[config.mk]
export PLATFORM = sky130hd
export DESIGN_NAME = wake_autobaud_seq
export DESIGN_NICKNAME = d
export VERILOG_FILES = /design/src/rtl/wab_pkg.sv /design/src/rtl/wab_rate_pick.sv /design/src/rtl/wab_uart_rx.sv /design/src/rtl/wab_uart_tx.sv /design/src/rtl/wake_autobaud_seq.sv
export SDC_FILE = /design/constraint.sdc
export NUM_CORES = 1
export LEC_CHECK = 0
export BUFFER_PORTS_ARGS = -buffer_cell sky130_fd_sc_hd__buf_2
export CAP_MARGIN = 20
export CORE_MARGIN = 3
export CORE_UTILIZATION = 60
export DETAILED_ROUTE_END_ITERATION = 8
export PLACE_DENSITY = 0.8
export SYNTH_ARGS = -nofsm -noshare
export SYNTH_HDL_FRONTEND = slang
export SYNTH_SLANG_ARGS = --single-unit
[constraint.sdc]
create_clock -name clk -period 6.5 [get_ports clk]
set_clock_uncertainty 0.15 [all_clocks]
set_input_delay 1.3 -clock clk [delete_from_list [all_inputs] [get_ports clk]]
set_output_delay 1.3 -clock clk [all_outputs]
set_load 0.01 [all_outputs]
[src/rtl/wab_pkg.sv]
package wab_pkg;

   localparam int NRATES = 4;

   typedef enum logic [2:0] {
      ST_IDLE, ST_RING, ST_MWAIT, ST_MLOW, ST_SKIP, ST_CONF, ST_GREET, ST_CMD
   } wab_state_e;

   // rate index 0..3, slowest first
   function automatic int unsigned wab_baud(input int idx);
      case (idx)
         0:       return 300;
         1:       return 1200;
         2:       return 9600;
         default: return 76800;
      endcase
   endfunction

   function automatic int unsigned wab_period(input int unsigned clk_hz, input int idx);
      return clk_hz / wab_baud(idx);
   endfunction

   function automatic logic [7:0] wab_greet(input logic [1:0] idx);
      case (idx)
         2'd0:    return 8'h0D;
         2'd1:    return 8'h0A;
         default: return 8'h2A;
      endcase
   endfunction

endpackage

[src/rtl/wab_rate_pick.sv]
module wab_rate_pick
   import wab_pkg::*;
#(
   parameter int unsigned CLK_HZ = 1228800,
   parameter int          PER_W  = 16
) (
   input  logic [PER_W-1:0] meas_i,
   output logic [1:0]       sel_o,
   output logic [PER_W-1:0] per_o
);

   logic [NRATES-2:0] below;
   logic [PER_W-1:0]  per_tab [NRATES];

   for (genvar i = 0; i < NRATES - 1; i++) begin : g_thr
      localparam int unsigned THR = (wab_period(CLK_HZ, i) + wab_period(CLK_HZ, i + 1)) / 2;
      assign below[i] = meas_i < PER_W'(THR);
   end

   for (genvar i = 0; i < NRATES; i++) begin : g_tab
      assign per_tab[i] = PER_W'(wab_period(CLK_HZ, i));
   end

   always_comb begin
      sel_o = '0;
      for (int i = 0; i < NRATES - 1; i++) begin
         if (below[i]) sel_o = sel_o + 2'd1;
      end
   end

   assign per_o = per_tab[sel_o];

endmodule

[src/rtl/wab_uart_rx.sv]
module wab_uart_rx #(
   parameter int PER_W = 16
) (
   input  logic             clk,
   input  logic             rst_n,
   input  logic             en_i,
   input  logic             rx_i,
   input  logic [PER_W-1:0] per_i,
   output logic             done_o,
   output logic [7:0]       data_o,
   output logic             stop_ok_o
);

   typedef enum logic [1:0] {RX_IDLE, RX_START, RX_DATA, RX_STOP} rx_ph_e;

   rx_ph_e           ph_q;
   logic [PER_W-1:0] cnt_q;
   logic [2:0]       bit_q;
   logic [7:0]       sh_q;
   logic [PER_W-1:0] half_last, full_last;

   assign half_last = (per_i >> 1) - 1'b1;
   assign full_last = per_i - 1'b1;

   always_ff @(posedge clk or negedge rst_n) begin
      if (!rst_n) begin
         ph_q      <= RX_IDLE;
         cnt_q     <= '0;
         bit_q     <= '0;
         sh_q      <= '0;
         done_o    <= 1'b0;
         stop_ok_o <= 1'b0;
      end else begin
         done_o <= 1'b0;
         if (!en_i) begin
            ph_q <= RX_IDLE;
         end else begin
            unique case (ph_q)
               RX_IDLE: if (!rx_i) begin
                  ph_q  <= RX_START;
                  cnt_q <= '0;
               end
               RX_START: if (cnt_q == half_last) begin
                  ph_q  <= rx_i ? RX_IDLE : RX_DATA;
                  cnt_q <= '0;
                  bit_q <= '0;
               end else cnt_q <= cnt_q + 1'b1;
               RX_DATA: if (cnt_q == full_last) begin
                  sh_q  <= {rx_i, sh_q[7:1]};
                  cnt_q <= '0;
                  if (bit_q == 3'd7) ph_q <= RX_STOP;
                  else bit_q <= bit_q + 1'b1;
               end else cnt_q <= cnt_q + 1'b1;
               RX_STOP: if (cnt_q == full_last) begin
                  done_o    <= 1'b1;
                  stop_ok_o <= rx_i;
                  ph_q      <= RX_IDLE;
               end else cnt_q <= cnt_q + 1'b1;
               default: ph_q <= RX_IDLE;
            endcase
         end
      end
   end

   assign data_o = sh_q;

endmodule

[src/rtl/wab_uart_tx.sv]
module wab_uart_tx #(
   parameter int PER_W = 16
) (
   input  logic             clk,
   input  logic             rst_n,
   input  logic             go_i,
   input  logic [7:0]       byte_i,
   input  logic [PER_W-1:0] per_i,
   output logic             tx_o,
   output logic             done_o
);

   logic             busy_q;
   logic [9:0]       sh_q;
   logic [PER_W-1:0] cnt_q;
   logic [3:0]       nbit_q;

   always_ff @(posedge clk or negedge rst_n) begin
      if (!rst_n) begin
         busy_q <= 1'b0;
         sh_q   <= '1;
         cnt_q  <= '0;
         nbit_q <= '0;
         done_o <= 1'b0;
      end else begin
         done_o <= 1'b0;
         if (!busy_q) begin
            if (go_i) begin
               busy_q <= 1'b1;
               sh_q   <= {1'b1, byte_i, 1'b0};
               cnt_q  <= '0;
               nbit_q <= '0;
            end
         end else if (cnt_q == per_i - 1'b1) begin
            cnt_q <= '0;
            sh_q  <= {1'b1, sh_q[9:1]};
            if (nbit_q == 4'd9) begin
               busy_q <= 1'b0;
               done_o <= 1'b1;
            end else nbit_q <= nbit_q + 1'b1;
         end else cnt_q <= cnt_q + 1'b1;
      end
   end

   assign tx_o = busy_q ? sh_q[0] : 1'b1;

endmodule

[src/rtl/wake_autobaud_seq.sv]
module wake_autobaud_seq
   import wab_pkg::*;
#(
   parameter int unsigned CLK_HZ      = 1228800,
   parameter int unsigned RING_CYC    = CLK_HZ,
   parameter int unsigned TIMEOUT_CYC = 40 * CLK_HZ,
   parameter int          SYNC_STAGES = 2
) (
   input  logic       clk,
   input  logic       rst_n,
   input  logic       rx_i,
   input  logic       wake_i,
   output logic       ring_o,
   output logic       me_o,
   output logic       cmd_mode_o,
   output logic       hangup_o,
   output logic       tx_o,
   output logic [1:0] baud_sel_o
);

   localparam int unsigned PMAX    = wab_period(CLK_HZ, 0);
   localparam int unsigned PMIN    = wab_period(CLK_HZ, NRATES - 1);
   localparam int          PER_W   = $clog2(10 * PMAX + 1);
   localparam int unsigned TMAX    = (RING_CYC > TIMEOUT_CYC) ? RING_CYC : TIMEOUT_CYC;
   localparam int          TCNT_W  = $clog2(TMAX + 1);
   localparam int unsigned MIN_LOW = PMIN / 2;
   localparam logic [TCNT_W-1:0] RING_LAST = TCNT_W'(RING_CYC - 1);
   localparam logic [TCNT_W-1:0] TO_LAST   = TCNT_W'(TIMEOUT_CYC - 1);

   if (PMIN < 4) begin : g_bad_clk
      $error("CLK_HZ too low for the fastest rate");
   end
   if (SYNC_STAGES < 1) begin : g_bad_sync
      $error("SYNC_STAGES must be at least 1");
   end
   if (RING_CYC < 1 || TIMEOUT_CYC < 2) begin : g_bad_tmr
      $error("timer lengths out of range");
   end

   // receive-line synchroniser
   logic [SYNC_STAGES-1:0] sync_q;
   logic                   rx_s;
   if (SYNC_STAGES == 1) begin : g_sync1
      always_ff @(posedge clk or negedge rst_n)
         if (!rst_n) sync_q <= '1;
         else        sync_q <= rx_i;
   end else begin : g_syncn
      always_ff @(posedge clk or negedge rst_n)
         if (!rst_n) sync_q <= '1;
         else        sync_q <= {sync_q[SYNC_STAGES-2:0], rx_i};
   end
   assign rx_s = sync_q[SYNC_STAGES-1];

   wab_state_e        state_q;
   logic [TCNT_W-1:0] tcnt_q;
   logic [PER_W-1:0]  mcnt_q, per_q, pick_per, hold_last;
   logic [1:0]        sel_q, pick_sel, gi_q;
   logic              tx_go_q, hang_q;
   logic              rx_done, rx_stop_ok, tx_done;
   logic [7:0]        rx_byte;

   assign hold_last = (per_q << 3) + (per_q >> 1) - 1'b1;

   wab_rate_pick #(.CLK_HZ(CLK_HZ), .PER_W(PER_W)) u_pick (
      .meas_i(mcnt_q), .sel_o(pick_sel), .per_o(pick_per)
   );

   wab_uart_rx #(.PER_W(PER_W)) u_rx (
      .clk(clk), .rst_n(rst_n), .en_i(state_q == ST_CONF), .rx_i(rx_s),
      .per_i(per_q), .done_o(rx_done), .data_o(rx_byte), .stop_ok_o(rx_stop_ok)
   );

   wab_uart_tx #(.PER_W(PER_W)) u_tx (
      .clk(clk), .rst_n(rst_n), .go_i(tx_go_q), .byte_i(wab_greet(gi_q)),
      .per_i(per_q), .tx_o(tx_o), .done_o(tx_done)
   );

   always_ff @(posedge clk or negedge rst_n) begin
      if (!rst_n) begin
         state_q <= ST_IDLE;
         tcnt_q  <= '0;
         mcnt_q  <= '0;
         per_q   <= PER_W'(PMAX);
         sel_q   <= '0;
         gi_q    <= '0;
         tx_go_q <= 1'b0;
         hang_q  <= 1'b0;
      end else begin
         tx_go_q <= 1'b0;
         hang_q  <= 1'b0;
         unique case (state_q)
            ST_IDLE: if (!rx_s) begin
               state_q <= ST_RING;
               tcnt_q  <= '0;
            end
            ST_RING: if (wake_i) begin
               state_q <= ST_MWAIT;
               tcnt_q  <= '0;
            end else if (tcnt_q == RING_LAST) state_q <= ST_IDLE;
            else tcnt_q <= tcnt_q + 1'b1;
            ST_GREET: if (tx_done) begin
               if (gi_q == 2'd2) state_q <= ST_CMD;
               else begin
                  gi_q    <= gi_q + 1'b1;
                  tx_go_q <= 1'b1;
               end
            end
            ST_CMD: if (!wake_i) state_q <= ST_IDLE;
            default: begin
               // listening states share one deadline
               if (tcnt_q == TO_LAST) begin
                  state_q <= ST_IDLE;
                  hang_q  <= 1'b1;
               end else begin
                  tcnt_q <= tcnt_q + 1'b1;
                  case (state_q)
                     ST_MWAIT: if (!rx_s) begin
                        state_q <= ST_MLOW;
                        mcnt_q  <= PER_W'(1);
                     end
                     ST_MLOW: if (rx_s) begin
                        if (mcnt_q < PER_W'(MIN_LOW)) state_q <= ST_MWAIT;
                        else begin
                           sel_q   <= pick_sel;
                           per_q   <= pick_per;
                           mcnt_q  <= '0;
                           state_q <= ST_SKIP;
                        end
                     end else if (mcnt_q != '1) mcnt_q <= mcnt_q + 1'b1;
                     ST_SKIP: if (mcnt_q == hold_last) state_q <= ST_CONF;
                     else mcnt_q <= mcnt_q + 1'b1;
                     ST_CONF: if (rx_done) begin
                        if (rx_byte == 8'h0D && rx_stop_ok) begin
                           state_q <= ST_GREET;
                           gi_q    <= '0;
                           tx_go_q <= 1'b1;
                        end else state_q <= ST_MWAIT;
                     end
                     default: ;
                  endcase
               end
            end
         endcase
      end
   end

   assign ring_o     = (state_q == ST_RING);
   assign me_o       = (state_q != ST_IDLE) && (state_q != ST_RING);
   assign cmd_mode_o = (state_q == ST_CMD);
   assign hangup_o   = hang_q;
   assign baud_sel_o = sel_q;

endmodule

==> reports/metrics.cfg <==
[status]
outcome=finished clean

[synthesis]
synthMuxAreaShare_pct=4.62
synth_edf_count=0
synth_top_family_by_area=simple AND/OR/NAND/NOR gates
synth_seq_cells=119
yosys-top-cells-count=dfrtp_1, nand2_1, nor2_1
synthesis.nets=838
synthAdderAreaFrac_pct=3.09
synth_compound_area_share_pct=14.2
avgSynthCellArea_sq_um=8.92
syn_inst=816
yosysTopAreaCell=dfrtp_1
synth_xor_area_share_pct=6.32
yosysTopAreaCellShare_pct=36.8
synthSimpleGateAreaFrac_pct=26.7
yosysMostFrequentCell=dfrtp_1
synth_cell_type_count=69
ys_seq_area_share_pct=41.1
synth_area_sq_um=7280
yosys-top-cells-area=dfrtp_1, dfstp_2, nand2_1, nand3_1, xnor2_1
yosysWarnings=0
async_flop_share_pct=100
synthFlopType=dfrtp_1

[sta]
setup_viol=0
fin_crit_sh_pct=67.1
setup_tns_ns=0
relSlewSlack_pct=30.7
rsz0062_at_grt=no
period_needed_ns=4.36
hold_violations=0
drv_slew=0
fmaxAchievable_mhz=229
worst_pin_slew_ns=1.04

[grt]
grt_use_met2_pct=46.2
antenna_found_initial=0
grt_busiest_layer=met2
gr-usage-all-layers_pct=26.7
grtUsageMet3_pct=5.44
grt_pass1_wl_um=28700
grt_pass1_vias=6054
grt_max_degree=73
grt_use_met1_pct=33.0
gr-total-overflow=0

[place]
dpl.cell_count=928
port_buffers=10
dpl.hpwl_um=11300
place_congestion=0.879

[run]
cap_violations=0

[cells_and_area]
drive_gt1_share_pct=11.3
syn2layout_area_growth_pct=9.80
antennaDiodeCount=0
fin_util_pct=68.8
final_nets=826
finalNonFillerCells=960

[route]
vias=6241
drt_iter0_markers=598
wl_per_cell_um=17.5
ant_nets=0
drt-pass1-iter-count=5
viasPerCell=6.50
drt_wl_total_um=16800
post-route-drc-count=0

[critical_path]
cp.arrival_ns=4.49
cp_cell_sequence=inv_1 -> ha_1 -> ha_1 -> xor2_1 -> nand3_1 -> nor4b_2 -> nand2b_1 -> nor2b_1 -> o21ai_0 -> o31ai_1
worstPathMaxFanout=26
crit_path_top_delay_cell=nor4b_2
start_kind=flop
end_kind=flop
worst_ep_required_time_ns=6.63
slowest_delay_ns=0.89
crit_type=reg -> reg
cp_common_cell=ha_1

[clock_network]
cts_resized=0
cts_tree=done
htree_levels=4
cts_root_buf=clkbuf_16
clk_latency_ns=0.43
cts_buffers=17
ctsHoldBuffers=0
cts_buffer_depth=2
cts_sinks=119
path_clk_slew_ns=0.05
post_cts_buffers=0

[floorplan]
die_w_um=116
core_area_sq_um=11600
die_y_um=116
die-area_sq_um=13500
io_pins=11
placementRows=39
start_util_pct=62.7

[power_and_ir_drop]
ir_worst_vdd_v=0.000205
power_density_nw_per_um2=303
p_leak_nw=3.43

[hold_path]
timing.hold.worst.class=reg -> reg

## final cells by class
class / instances / area [sq um]
clock inverter: 8 / 145
timing repair buffer: 13 / 72.6
clock buffer: 24 / 492
tap: 143 / 179
sequential: 119 / 2990
inverter: 27 / 101
fill: 890 / 3620
multi-input combinational: 626 / 4010
## path summary, 6_finish.rpt
path                           start            end  slack [ns]  cells after the start
setup / recovery            per_q[4]  u_tx.cnt_q[9]        2.14                     10
hold / removal             sync_q[0]      sync_q[1]        0.20                      0
setup reg to reg            per_q[4]  u_tx.cnt_q[9]        2.14                     10
hold reg to reg            sync_q[0]      sync_q[1]        0.20                      0
max in group asynchronous      rst_n    u_rx.done_o        4.21                      2
min in group asynchronous      rst_n      mcnt_q[4]        0.86                      1
## flip-flops by register name, summed over array words and instances, names as in the netlist
| register | cells |
|---|---|
| u_tx.sh_q | 9 |
| u_rx.stop_ok_o | 1 |
| per_q | 4 |
| hangup_o | 1 |
| u_rx.ph_q | 2 |
| u_rx.data_o | 8 |
| u_tx.nbit_q | 4 |
| baud_sel_o | 2 |
| u_tx.cnt_q | 16 |
| gi_q | 2 |
| tx_go_q | 1 |
| u_rx.cnt_q | 16 |
| mcnt_q | 16 |
| state_q | 3 |
| sync_q | 2 |
| u_tx.done_o | 1 |
| tcnt_q | 26 |
| u_tx.busy_q | 1 |
| u_rx.done_o | 1 |
| u_rx.bit_q | 3 |
## report_power, final
| part | internal, mW | total, mW | leakage (nW) | switching (mW) |
|---|---|---|---|---|
| logic | 0.207 | 0.554 | 1.53 | 0.347 |
| clock network | 0.680 | 1.01 | 0.306 | 0.328 |
| registers | 0.785 | 0.862 | 1.60 | 0.0769 |
## per-stage QoR
stage | setup WS [ns] | hold slack, ns | total power [mW] | area, sq um
after floorplan | 3.39 | 0.195 | 1.29 | 7280
after global routing | 1.75 | 0.206 | 2.54 | 7990
after CTS | 2.18 | 0.204 | 2.43 | 7990
after global placement | 2.51 | 0.196 | 1.39 | 7350
after detailed placement | 2.19 | 0.197 | 1.41 | 7360
final | 2.14 | 0.204 | 2.42 | 7990
## per-layer routing
metal  up-vias  routed length (um)
li1       2948                   -
met1      3044                7120
met2       218                8530
met3        31                 902
met4         0                 298
met5         -                   0
## critical path: cells and delay by family (launching register included)
family	cells	cell delay (ns)
and+or+nand+nor	4	1.82
adders and majority gates	2	0.84
DFF	1	0.63
AOI/OAI and AO/OA	2	0.34
xor gates and xnor gates	1	0.23
buffers and inverters	1	0.20
## cells by family (layout without fill, tap and decap cells)
group,Yosys count,after routing
and+or+nand+nor,365,365
AOI/OAI and AO/OA,161,161
DFF,119,119
buffers and inverters,71,72
xor gates and xnor gates,51,51
muxes,31,31
adders and majority gates,18,18
## placed cells by master (no fill, tap or decap), types with 5 or more instances in the layout
cell / count
a21oi_1: 29
a22o_1: 8
a31oi_1: 21
and2_1: 6
and3_1: 20
buf_2: 10
clkbuf_16: 17
dfrtp_1: 107
dfstp_2: 12
ha_1: 18
inv_1: 27
mux2_2: 21
mux2i_1: 10
nand2_1: 78
nand2b_1: 18
nand3_1: 53
nand3b_1: 5
nand4_1: 17
nor2_1: 63
nor2b_1: 16
nor3_1: 27
nor4_1: 15
o21ai_0: 47
o22ai_1: 12
o31ai_1: 13
or3_1: 14
or4_1: 7
xnor2_1: 28
xor2_1: 22
Note: power is estimated with default switching activity, not from simulation.
